$ cat src/rtl/rsth_pkg.sv
// Package: shared bus map and field positions for the reset/NMI history block.
// Assumes a 32-bit data word and word-aligned addressing (byte address bits 3..2).
package rsth_pkg;
    localparam int DATA_W      = 32;
    localparam int MAX_CORES   = 8;
    localparam int DEV_BIT     = 31;
    localparam int NMI_LSB     = 16;
    localparam logic [1:0] IDX_CAP     = 2'd0;
    localparam logic [1:0] IDX_CAP_CLR = 2'd1;
    localparam logic [1:0] IDX_HIST    = 2'd2;
    localparam logic [1:0] IDX_HIST_CLR= 2'd3;
endpackage

$ cat src/rtl/rsth_edge.sv
// Module: rsth_edge
// Turns level event inputs into single-cycle pulses on their rising edge.
// Assumes inputs are synchronous to clk; the history register resets to 0, so an
// input already high when reset ends produces one pulse.
module rsth_edge #(
    parameter int W = 8
) (
    input  logic         clk,
    input  logic         rst_n,
    input  logic [W-1:0] lvl_i,
    output logic [W-1:0] pulse_o
);
    logic [W-1:0] prev_q;

    // Remember last cycle's level for edge detection.
    always_ff @(posedge clk) begin
        if (!rst_n) prev_q <= '0;
        else        prev_q <= lvl_i;
    end

    // Pulse only on a low-to-high transition.
    always_comb pulse_o = lvl_i & ~prev_q;

    // A held input must not produce back-to-back pulses.
    assert_single_pulse_R7: assert property (@(posedge clk) disable iff (!rst_n)
        1'b1 |=> ((pulse_o & $past(pulse_o)) == '0));
endmodule

$ cat src/rtl/rsth_sticky.sv
// Module: rsth_sticky
// Bank of sticky flags. Priority per bit: kill (force 0) over set over clear.
// Assumes set/clr/kill are single-cycle strobes from the same clock domain.
module rsth_sticky #(
    parameter int           W       = 8,
    parameter logic [W-1:0] RST_VAL = '0
) (
    input  logic         clk,
    input  logic         rst_n,
    input  logic [W-1:0] set_i,
    input  logic [W-1:0] clr_i,
    input  logic [W-1:0] kill_i,
    output logic [W-1:0] flags_o
);
    logic [W-1:0] flags_q;

    // Update flags: clear first, then set, then kill overrides.
    always_ff @(posedge clk) begin
        if (!rst_n) flags_q <= RST_VAL;
        else        flags_q <= ((flags_q & ~clr_i) | set_i) & ~kill_i;
    end

    assign flags_o = flags_q;

    // An event beats a clear on the same bit.
    assert_set_wins_R10: assert property (@(posedge clk) disable iff (!rst_n)
        (|(set_i & ~kill_i)) |=>
        ((flags_o & $past(set_i & ~kill_i)) == $past(set_i & ~kill_i)));

    // Clear-only bits drop at the next edge (serves R8 and R9).
    assert_clear_R8: assert property (@(posedge clk) disable iff (!rst_n)
        (|(clr_i & ~set_i)) |=> ((flags_o & $past(clr_i & ~set_i)) == '0));

    // Flags hold without a clear or kill.
    assert_sticky_R6: assert property (@(posedge clk) disable iff (!rst_n)
        1'b1 |=> (($past(flags_o) & ~$past(clr_i) & ~$past(kill_i) & ~flags_o) == '0));

    // A kill forces its bits to zero.
    assert_kill_R3: assert property (@(posedge clk) disable iff (!rst_n)
        (|kill_i) |=> ((flags_o & $past(kill_i)) == '0));
endmodule

$ cat src/rtl/rsth_regif.sv
// Module: rsth_regif
// Bus decode: builds clear strobes from write masks and muxes the read word.
// Assumes word-aligned access; byte address bits 1..0 are ignored.
module rsth_regif
    import rsth_pkg::*;
#(
    parameter int N = 8
) (
    input  logic              wr_en_i,
    input  logic [3:0]        addr_i,
    input  logic [DATA_W-1:0] wdata_i,
    input  logic [DATA_W-1:0] cap_word_i,
    input  logic [DATA_W-1:0] hist_word_i,
    output logic              clr_dev_o,
    output logic [N-1:0]      clr_hist_lr_o,
    output logic [N-1:0]      clr_cap_lr_o,
    output logic [N-1:0]      clr_cap_nmi_o,
    output logic [DATA_W-1:0] rdata_o
);
    logic [1:0] idx;
    logic       hit_cap_clr;
    logic       hit_hist_clr;
    logic       unused_bits;

    assign idx          = addr_i[3:2];
    assign hit_cap_clr  = wr_en_i && (idx == IDX_CAP_CLR);
    assign hit_hist_clr = wr_en_i && (idx == IDX_HIST_CLR);
    assign unused_bits  = ^{addr_i[1:0], wdata_i};

    // Derive per-field clear strobes from the written mask.
    always_comb begin
        clr_dev_o     = hit_hist_clr & wdata_i[DEV_BIT];
        clr_hist_lr_o = hit_hist_clr ? wdata_i[N-1:0] : '0;
        clr_cap_lr_o  = hit_cap_clr  ? wdata_i[N-1:0] : '0;
        clr_cap_nmi_o = hit_cap_clr  ? wdata_i[NMI_LSB +: N] : '0;
    end

    // Read mux: clear locations mirror their status word.
    always_comb begin
        unique case (idx)
            IDX_CAP, IDX_CAP_CLR: rdata_o = cap_word_i;
            default:              rdata_o = hist_word_i;
        endcase
    end
endmodule

$ cat src/rtl/rst_nmi_history.sv
// Module: rst_nmi_history
// Top: sticky reset/NMI history for up to eight cores plus a device-wide flag.
// Assumes event inputs are synchronous to clk; NUM_CORES must not exceed 8.
module rst_nmi_history
    import rsth_pkg::*;
#(
    parameter int NUM_CORES = 8
) (
    input  logic                 clk,
    input  logic                 rst_n,
    input  logic                 dev_rst_evt,
    input  logic [NUM_CORES-1:0] core_rst_evt,
    input  logic [NUM_CORES-1:0] core_nmi_evt,
    input  logic [NUM_CORES-1:0] core_sel,
    input  logic                 bus_wr_en,
    input  logic [3:0]           bus_addr,
    input  logic [DATA_W-1:0]    bus_wdata,
    output logic [DATA_W-1:0]    bus_rdata
);
    localparam int EVT_W = 1 + 2 * NUM_CORES;

    logic [EVT_W-1:0]     evt_pulse;
    logic                 dev_pulse;
    logic [NUM_CORES-1:0] rst_pulse, nmi_pulse;
    logic                 dev_flag;
    logic [NUM_CORES-1:0] hist_lr, cap_lr, cap_nmi;
    logic                 clr_dev;
    logic [NUM_CORES-1:0] clr_hist_lr, clr_cap_lr, clr_cap_nmi;
    logic [DATA_W-1:0]    cap_word, hist_word;

    rsth_edge #(.W(EVT_W)) u_edge (
        .clk(clk), .rst_n(rst_n),
        .lvl_i({dev_rst_evt, nmi_evt_w(core_nmi_evt), core_rst_evt}),
        .pulse_o(evt_pulse)
    );

    function automatic logic [NUM_CORES-1:0] nmi_evt_w(input logic [NUM_CORES-1:0] v);
        return v;
    endfunction

    assign rst_pulse = evt_pulse[NUM_CORES-1:0];
    assign nmi_pulse = evt_pulse[2*NUM_CORES-1:NUM_CORES];
    assign dev_pulse = evt_pulse[EVT_W-1];

    rsth_sticky #(.W(1), .RST_VAL(1'b1)) u_dev (
        .clk(clk), .rst_n(rst_n), .set_i(dev_pulse), .clr_i(clr_dev),
        .kill_i(1'b0), .flags_o(dev_flag)
    );

    rsth_sticky #(.W(NUM_CORES)) u_hist_lr (
        .clk(clk), .rst_n(rst_n), .set_i(rst_pulse), .clr_i(clr_hist_lr),
        .kill_i({NUM_CORES{dev_pulse}}), .flags_o(hist_lr)
    );

    rsth_sticky #(.W(NUM_CORES)) u_cap_lr (
        .clk(clk), .rst_n(rst_n), .set_i(rst_pulse & core_sel), .clr_i(clr_cap_lr),
        .kill_i('0), .flags_o(cap_lr)
    );

    rsth_sticky #(.W(NUM_CORES)) u_cap_nmi (
        .clk(clk), .rst_n(rst_n), .set_i(nmi_pulse & core_sel), .clr_i(clr_cap_nmi),
        .kill_i('0), .flags_o(cap_nmi)
    );

    // Assemble the two status words; unlisted bits stay zero.
    always_comb begin
        cap_word                     = '0;
        cap_word[0 +: NUM_CORES]     = cap_lr;
        cap_word[NMI_LSB +: NUM_CORES] = cap_nmi;
        hist_word                    = '0;
        hist_word[0 +: NUM_CORES]    = hist_lr;
        hist_word[DEV_BIT]           = dev_flag;
    end

    rsth_regif #(.N(NUM_CORES)) u_regif (
        .wr_en_i(bus_wr_en), .addr_i(bus_addr), .wdata_i(bus_wdata),
        .cap_word_i(cap_word), .hist_word_i(hist_word),
        .clr_dev_o(clr_dev), .clr_hist_lr_o(clr_hist_lr),
        .clr_cap_lr_o(clr_cap_lr), .clr_cap_nmi_o(clr_cap_nmi),
        .rdata_o(bus_rdata)
    );

    // Device-wide event leaves only the device flag set in the history word.
    assert_dev_event_R3: assert property (@(posedge clk) disable iff (!rst_n)
        dev_pulse |=> (dev_flag && (hist_lr == '0)));

    // Reserved bits of the history word read as zero.
    assert_rsvd_zero_R2: assert property (@(posedge clk) disable iff (!rst_n)
        (bus_addr[3:2] == IDX_HIST) |-> (bus_rdata[DEV_BIT-1:NUM_CORES] == '0));
endmodule

$ cat config.mk
export PLATFORM = sky130hd
export DESIGN_NAME = rst_nmi_history
export DESIGN_NICKNAME = d
export VERILOG_FILES = /design/src/rtl/rsth_pkg.sv /design/src/rtl/rsth_edge.sv /design/src/rtl/rsth_sticky.sv /design/src/rtl/rsth_regif.sv /design/src/rtl/rst_nmi_history.sv
export SDC_FILE = /design/constraint.sdc
export NUM_CORES = 1
export LEC_CHECK = 0
export BUFFER_PORTS_ARGS = -buffer_cell sky130_fd_sc_hd__buf_2
export CORE_ASPECT_RATIO = 1.4
export CORE_UTILIZATION = 44
export CTS_CLUSTER_DIAMETER = 120
export DETAILED_ROUTE_END_ITERATION = 6
export PLACE_DENSITY = 0.79
export RECOVER_POWER = 100
export SETUP_SLACK_MARGIN = 0.5
export SYNTH_ARGS = -nofsm -noshare
export SYNTH_HDL_FRONTEND = slang
export SYNTH_SLANG_ARGS = --single-unit
$ cat constraint.sdc
create_clock -name clk -period 1.65 [get_ports clk]
set_input_delay 0.4125 -clock clk [delete_from_list [all_inputs] [get_ports clk]]
set_output_delay 0.4125 -clock clk [all_outputs]
set_load 0.03 [all_outputs]
==> results of run 1 <==
==> cells by family (layout without fill, tap and decap cells) <==
family / count (synthesis) / count (layout)
DFF: 42 / 42
muxes: 8 / 8
AOI/OAI and AO/OA: 42 / 42
buffers and inverters: 25 / 87
and+or+nand+nor: 77 / 77
other: 1 / 15
==> final cells by class <==
type                       count  area, um^2  area share (%)
clock buffer                   6        82.6            3.32
multi-input combinational    142         955            38.4
tap                           43        53.8            2.16
inverter                       1        3.75           0.151
clock inverter                 2        60.1            2.41
timing repair buffer          78         490            19.7
sequential                    42         843            33.9
==> routing by layer <==
layer	up-vias	global-route usage, %	routed length (um)
li1	772	-	-
met1	721	21.2	1650
met2	52	36.0	2250
met3	7	4.33	238
met4	0	11.2	74
met5	-	0	0
==> worst max-delay path: stages <==
cell and delay, ns:
buf_12 0.12, buf_12 0.13, mux2_4 0.30, clkbuf_2 0.19
==> stage by stage <==
stage               hold WS, ns  setup WS, ns  power [uW]  instance area, um^2
finish                    0.328        0.0803        2520                 2490
global route              0.319        0.0712        2620                 2490
CTS                       0.317         0.131        2580                 2610
detailed placement        0.444        0.0207        1520                 2250
global placement          0.436        0.0199        1510                 2250
floorplan                 0.428         0.239        1420                 1980
==> how the worst max path moves through the flow <==
stage	start	to	depth (start not counted)
floorplan	bus_addr[3]	bus_rdata[6]	3
global placement	bus_addr[3]	bus_rdata[5]	4
detailed placement	bus_addr[3]	bus_rdata[5]	4
CTS	bus_addr[3]	bus_rdata[7]	4
global route	bus_addr[3]	bus_rdata[2]	4
finish	bus_addr[3]	bus_rdata[2]	4
==> flip-flops by register name, indices dropped and copies added (netlist names) <==
register,count
u_cap_lr.flags_o,8
u_edge.prev_q,17
u_hist_lr.flags_o,8
u_cap_nmi.flags_o,8
u_dev.flags_o,1
==> cell usage in the layout (no fill, tap or decap) <==
| cell type | count |
|---|---|
| buf_16 | 2 |
| a21o_1 | 1 |
| a31o_2 | 5 |
| nor2b_1 | 1 |
| o21ai_1 | 1 |
| nand4_1 | 1 |
| buf_2 | 44 |
| dfxtp_1 | 40 |
| and2_0 | 9 |
| a31o_1 | 2 |
| nor3b_1 | 7 |
| and3b_1 | 1 |
| clkbuf_1 | 10 |
| buf_12 | 2 |
| buf_4 | 3 |
| buf_8 | 3 |
| nand2b_1 | 8 |
| nand2_2 | 6 |
| conb_1 | 15 |
| clkbuf_8 | 6 |
| o21bai_1 | 8 |
| dfxtp_2 | 2 |
| mux2_4 | 8 |
| nor2b_4 | 8 |
| clkbuf_2 | 14 |
| inv_1 | 1 |
| o21ai_0 | 8 |
| bufinv_16 | 2 |
| a32o_1 | 1 |
| and2_1 | 8 |
| a21oi_1 | 9 |
| a21oi_2 | 7 |
| nand2_1 | 27 |
| and2_4 | 1 |
==> what timing repair did <==
action,in CTS,in global routing
gates cloned,2,0
hold buffers,0,0
endpoints found under the setup margin,30,27
setup buffers,1,0
resized for setup,52,10
==> where the power goes <==
group | switching [uW] | internal, uW | leakage (uW)
registers | 26.5 | 1080 | 0.000349
clock network | 344 | 645 | 0.0000714
logic | 240 | 189 | 0.000696
==> impl_metrics.env, run 1 <==
export IMPL_rsz0062_at_grt="yes"
export IMPL_end_kind="output pin"
export IMPL_num_vias=1552
export IMPL_io_pins=96
export IMPL_dp_cells=303
export IMPL_nets=334
export IMPL_skew_ns=0.00428
export IMPL_synth_cells=195
export IMPL_viasPerCell=4.94
export IMPL_initial_utilization_pct=45.8
export IMPL_fp_dieH_um=77.6
export IMPL_relSlewSlack_pct=44.4
export IMPL_core_area_um2=3920
export IMPL_final_cells=314
export IMPL_synth_top_cell_area_share_pct=46.9
export IMPL_synth_top_area_cell="dfxtp_1"
export IMPL_synth_compound_area_share_pct=14.7
export IMPL_maxCapViolCount=0
export IMPL_synth_area_um2=1790
export IMPL_gr_total_overflow=0
export IMPL_slew_viol_final=0
export IMPL_synthSimpleGateAreaFrac_pct=22.9
export IMPL_grt_pass1_wl_um=6680
export IMPL_synthTopCellsByCount="dfxtp_1 (42), nand2_1 (33), and2_1 (18), a21oi_1 (16), buf_4 (15)"
export IMPL_critPathLaunchType="input pin"
export IMPL_clock_latency_ns=0.29
export IMPL_rows=27
export IMPL_synthXorXnorAreaFrac_pct=0
export IMPL_synth_ff_type="dfxtp_1"
export IMPL_antenna_found_initial=0
export IMPL_fin_crit_sh_pct=95.1
export IMPL_leakage_uw=0.00112
export IMPL_ys_ff_latch=42
export IMPL_synthAdderAreaFrac_pct=0
export IMPL_synth_most_common_cell="dfxtp_1"
export IMPL_ys_seq_area_share_pct=46.9
export IMPL_antennaDiodeCount=0
export IMPL_irDropWorstVdd_uv=874
export IMPL_wire_per_inst_um=13.4
export IMPL_min_from="core_nmi_evt[1]"
export IMPL_dieArea_um2=4340
export IMPL_path_max_fanout=5
export IMPL_nFillCells=355
export IMPL_max_freq_ghz=0.637
export IMPL_cp_required_ns=1.24
export IMPL_drc=0
export IMPL_synth_edf_count=0
export IMPL_ant_nets=0
export IMPL_final_util_pct=63.5
export IMPL_grt_pass1_vias=1553
export IMPL_power_density_nw_per_um2=1010
export IMPL_crit_type="input pin to output pin"
export IMPL_yosys_cell_types_count=24
export IMPL_r2r_start="u_edge.prev_q[16]"
export IMPL_min_period_ns=1.57
export IMPL_synth_mux_area_share_pct=5.02
export IMPL_reg2reg_slack_ns=0.46
export IMPL_reg2reg_depth=2
export IMPL_cts_buffer_depth=2
export IMPL_hold_depth=2
export IMPL_min_to="u_edge.prev_q[9]"
export IMPL_hp_class="input pin to register"
export IMPL_setup_tns_ns=0
export IMPL_synth_top_family_by_area="simple AND/OR/NAND/NOR gates"
export IMPL_numCtsBuffers=5
export IMPL_area_growth_pct=38.7
export IMPL_h_tree_depth=2
export IMPL_synth_warnings=0
export IMPL_clk_pin_slew_ns=0.08
export IMPL_cts_sinks=42
export IMPL_wl_um=4210
export IMPL_outcome="finished, final reports clean"
export IMPL_synthArstFlopShare_pct=0
export IMPL_synth_area_leaders="dfxtp_1 (47%), nand2_1 (6.9%), and2_1 (6.3%)"
export IMPL_grt_usage_pct=20.0
export IMPL_drt_iter0_drc=14
export IMPL_gp_congestion=0.802
export IMPL_dpl_hpwl_um=2810
export IMPL_cts_tree="yes"
export IMPL_hold_viol=0
export IMPL_first_pass_iters=4
export IMPL_worstMarginPinSlew_ns=0.829
export IMPL_numPortBuffers=63
export IMPL_arrival_ns=1.16
export IMPL_drive_above_1_share_pct=41.7
export IMPL_cts_root_buffer="clkbuf_8"
export IMPL_syn_area_per_cell_um2=9.20
export IMPL_die_w_um=56.0
export IMPL_r2r_end="u_hist_lr.flags_o[0]"
export IMPL_setup_viol=0
export IMPL_grt_max_degree=16
No activity file was read; power rests on OpenSTA's default activity.
==> run 2, diff against run 1 <==
- CORE_UTILIZATION: 44 -> 40
- PLACE_DENSITY: 0.79 -> 0.75
- clock period: 1.65 -> 1.4 ns (I/O delays scaled with it)
==> impl_metrics.env, run 2 (same netlist as run 1, synthesis figures left out) <==
export IMPL_arrival_ns=1.04
export IMPL_area_growth_pct=46.3
export IMPL_clk_pin_slew_ns=0.07
export IMPL_dpl_hpwl_um=2780
export IMPL_maxCapViolCount=0
export IMPL_largest_register="u_edge.prev_q"
export IMPL_cp_cell_sequence="buf_6, buf_12, mux2_4, buf_6"
export IMPL_num_vias=1540
export IMPL_end_kind="output pin"
export IMPL_cp_required_ns=1.05
export IMPL_antenna_found_initial=0
export IMPL_clock_latency_ns=0.29
export IMPL_ant_nets=0
export IMPL_antennaDiodeCount=0
export IMPL_drc=0
export IMPL_grt_pass1_wl_um=6420
export IMPL_cpLargestDelayFamily="buffers and inverters"
export IMPL_power_density_nw_per_um2=1010
export IMPL_wl_um=4260
export IMPL_crit_top_cell="buf_6"
export IMPL_largest_reg_flops=17
export IMPL_fin_crit_sh_pct=99.1
export IMPL_hp_class="input pin to register"
export IMPL_gp_congestion=0.738
export IMPL_drive_above_1_share_pct=47.8
export IMPL_setup_viol=0
export IMPL_fp_dieH_um=81.2
export IMPL_io_pins=96
export IMPL_min_period_ns=1.39
export IMPL_cts_buffer_depth=2
export IMPL_die_w_um=58.6
export IMPL_relSlewSlack_pct=44.2
export IMPL_numPortBuffers=63
export IMPL_leakage_uw=0.00117
export IMPL_r2r_start="u_edge.prev_q[16]"
export IMPL_drt_iter0_drc=32
export IMPL_dieArea_um2=4760
export IMPL_grt_usage_pct=18.5
export IMPL_crit_type="input pin to output pin"
export IMPL_slew_viol_final=0
export IMPL_cts_sinks=42
export IMPL_place_worst_setup_slack_ns=-0.0811
export IMPL_grt_pass1_vias=1399
export IMPL_skew_ns=0.00262
export IMPL_dp_cells=317
export IMPL_final_common_cell="buf_2"
export IMPL_first_pass_iters=3
export IMPL_initial_utilization_pct=42.0
export IMPL_worst_slack_ns=0.0119
export IMPL_rsz0062_at_grt="yes"
export IMPL_reg2reg_slack_ns=0.20
export IMPL_power_uw=2660
export IMPL_outcome="finished, final reports clean"
export IMPL_cts_root_buffer="clkbuf_8"
export IMPL_cp_slowest_stage_delay_ns=0.30
export IMPL_max_freq_ghz=0.720
export IMPL_crit_slowest_cell="mux2_4"
export IMPL_viasPerCell=4.67
export IMPL_nets=333
export IMPL_rows=28
export IMPL_critical_path_startpoint="bus_addr[3]"
export IMPL_critPathLaunchType="input pin"
export IMPL_final_cells=330
export IMPL_path_buf_inv=3
export IMPL_h_tree_depth=2
export IMPL_final_cell_mix="buf_2 (45), dfxtp_1 (37), nand2_1 (25)"
export IMPL_gr_total_overflow=0
export IMPL_postCtsHoldBufs=0
export IMPL_grt_max_degree=43
export IMPL_nFillCells=408
export IMPL_wire_per_inst_um=12.9
export IMPL_worstMarginPinSlew_ns=0.831
export IMPL_numCtsBuffers=5
export IMPL_core_area_um2=4270
export IMPL_cts_tree="yes"
export IMPL_min_from="core_nmi_evt[4]"
export IMPL_irDropWorstVdd_uv=604
export IMPL_path_max_fanout=5
export IMPL_hold_viol=0
[run 2: final cells by class]
cell class,count,area [um^2],share of cell area (%)
multi-input cells,142,1000,38.2
inverters,1,3.75,0.143
well taps,60,75.1,2.86
repair buffers,77,606,23.1
clock buffers,7,86.3,3.29
flip-flops and latches,42,847,32.3
clock inverters,1,5.00,0.191
[run 2: worst paths after layout]
kind,end,cells past startpoint
setup / recovery,bus_rdata[1],4
hold / removal,u_edge.prev_q[12],2
setup reg to reg,u_hist_lr.flags_o[3],2
hold reg to reg,u_hist_lr.flags_o[5],2
[run 2: power breakdown]
| group | internal [uW] | total [uW] | switching, uW |
|---|---|---|---|
| clock network | 397 | 786 | 389 |
| logic | 271 | 567 | 296 |
| registers | 1270 | 1300 | 32.1 |
| total | 1940 | 2660 | 717 |
[run 2: layer usage]
metal	GRT usage (%)	share of wire (%)	routed length [um]
met5	0	0	0
met4	7.86	1.8	76
met3	4.62	5.1	217
met2	32.8	53	2250
met1	20.9	40	1710
[run 2: worst register-to-register path: stages, from the launching register on]
cell and delay, ns:
dfxtp_1 0.30, o21ai_1 0.64, a21oi_1 0.10
[run 2: what timing repair did]
action / in CTS / in global routing
hold endpoints to repair: 0 / 0
setup buffers: 2 / 1
setup endpoints to repair: 42 / 37
pin swaps: 2 / 7
gates resized for setup: 65 / 26
cloned: 2 / 0
[run 2: stage by stage]
| step | instance area [um^2] | TNS, ns | hold WS [ns] | utilization [%] |
|---|---|---|---|---|
| floorplan | 1990 | 0 | 0.428 | - |
| global placement | 2260 | -0.996 | 0.437 | 52.9 |
| detailed placement | 2260 | -1.03 | 0.446 | 52.9 |
| CTS | 2630 | 0 | 0.262 | 61.6 |
| global route | 2630 | -0.00702 | 0.263 | 61.4 |
| finish | 2630 | 0 | 0.268 | 61.4 |
==> run 3, diff against run 2 <==
- PLACE_DENSITY: 0.75 -> 0.87
==> impl_metrics.env, run 3 (same netlist as run 1, synthesis figures left out) <==
export IMPL_outcome="finished, final reports clean"
export IMPL_slew_viol_final=0
export IMPL_crit_type="input pin to output pin"
export IMPL_grt_pass1_wl_um=6820
export IMPL_largest_reg_flops=17
export IMPL_wire_per_inst_um=13.1
export IMPL_nFillCells=397
export IMPL_hp_class="input pin to register"
export IMPL_rows=28
export IMPL_final_area_um2=2670
export IMPL_setup_viol=0
export IMPL_gp_congestion=0.735
export IMPL_hold_viol=0
export IMPL_drive_above_1_share_pct=48.5
export IMPL_dr_wl_met3_um=207
export IMPL_drc=0
export IMPL_max_freq_ghz=0.720
export IMPL_numCtsBuffers=5
export IMPL_setup_tns_ns=0
export IMPL_num_vias=1551
export IMPL_postCtsHoldBufs=0
export IMPL_first_pass_iters=4
export IMPL_maxCapViolCount=0
export IMPL_leakage_uw=0.00122
export IMPL_clock_latency_ns=0.29
export IMPL_combinationalPowerShare_pct=20.8
export IMPL_whs_ns=0.271
export IMPL_arrival_ns=1.04
export IMPL_core_area_um2=4270
export IMPL_cts_sinks=42
export IMPL_fin_crit_sh_pct=99.3
export IMPL_met1Wirelength_um=1740
export IMPL_wl_um=4390
export IMPL_cts_buffer_depth=2
export IMPL_drt_iter0_drc=28
export IMPL_die_w_um=58.6
export IMPL_relSlewSlack_pct=42.5
export IMPL_cp_required_ns=1.05
export IMPL_p_int_uw=2050
export IMPL_dp_cells=316
export IMPL_gr_total_overflow=0
export IMPL_power_uw=2780
export IMPL_dpl_hpwl_um=2800
export IMPL_cts_tree="yes"
export IMPL_fp_dieH_um=81.2
export IMPL_antennaDiodeCount=0
export IMPL_critPathLaunchType="input pin"
export IMPL_clk_pin_slew_ns=0.08
export IMPL_final_cell_mix="buf_2 (48), dfxtp_1 (36), nand2_1 (22)"
export IMPL_highest_layer="met4"
export IMPL_rsz0062_at_grt="yes"
export IMPL_worstMarginPinSlew_ns=0.856
export IMPL_h_tree_depth=2
export IMPL_area_growth_pct=48.9
export IMPL_final_common_cell="buf_2"
export IMPL_numPortBuffers=63
export IMPL_p_clk_share_pct=32.3
export IMPL_final_cells=334
export IMPL_end_kind="output pin"
export IMPL_swShare_pct=26.4
export IMPL_initial_utilization_pct=42.0
export IMPL_io_pins=96
export IMPL_nets=337
export IMPL_grt_usage_pct=19.6
export IMPL_pwr_share_seq_pct=46.9
export IMPL_dieArea_um2=4760
export IMPL_power_density_nw_per_um2=1040
export IMPL_switching_power_uw=733
export IMPL_ant_nets=0
export IMPL_wl_met2_um=2350
export IMPL_grt_pass1_vias=1474
export IMPL_path_max_fanout=5
export IMPL_placed_area_um2=2250
export IMPL_grt_max_degree=43
export IMPL_min_period_ns=1.39
export IMPL_skew_ns=0.00385
export IMPL_irDropWorstVdd_uv=756
export IMPL_cts_root_buffer="clkbuf_8"
export IMPL_largest_register="u_edge.prev_q"
export IMPL_viasPerCell=4.64
export IMPL_antenna_found_initial=0
## run 3: final timing paths
kind	slack [ns]	depth (start not counted)	from	endpoint
worst max-delay path	0.01	4	bus_addr[3]	bus_rdata[2]
worst min-delay path	0.27	2	core_nmi_evt[5]	u_edge.prev_q[13]
worst max register to register	0.18	2	u_edge.prev_q[16]	u_hist_lr.flags_o[2]
worst min register to register	0.47	2	u_hist_lr.flags_o[3]	u_hist_lr.flags_o[3]
## run 3: what timing repair did
item | 4_1_cts | 5_1_grt
gates cloned | 3 | 0
pin swaps | 2 | 4
endpoints found under the setup margin | 42 | 39
setup buffers | 5 | 2
resized for setup | 68 | 23
## run 3: power by group through the flow
stage               Clock [uW]  Sequential, uW  Combinational (uW)
CTS                        917            1300                 581
floorplan                    0            1320                 363
global route               961            1310                 618
finish                     899            1300                 578
global placement             0            1320                 459
detailed placement           0            1330                 466
## run 3: area by class of cell
cell class	instances	area, um^2	share of cell area [%]
Sequential cell	42	848	31.8
Multi-Input combinational cell	142	1000	37.6
Tap cell	60	75.1	2.81
Clock buffer	8	110	4.12
Timing Repair Buffer	81	629	23.6
Inverter	1	3.75	0.141
## run 3: metal layers
metal / vias to the layer above / track usage (%)
met4: 0 / 9.05
li1: 777 / -
met2: 59 / 34.4
met1: 709 / 22.8
met3: 6 / 3.66
met5: - / 0
## run 3: critical path, stage by stage
cell    delay (ns)
buf_12        0.12
buf_12        0.13
mux2_4        0.30
buf_6         0.14
## run 3: metrics by stage
stage                     setup WS, ns  util (%)
after floorplan                  0.116         -
after global placement         -0.0912      52.7
after detailed placement       -0.0836      52.7
after CTS                      0.00695      62.7
after global routing          -0.00304      62.5
final                           0.0104      62.5
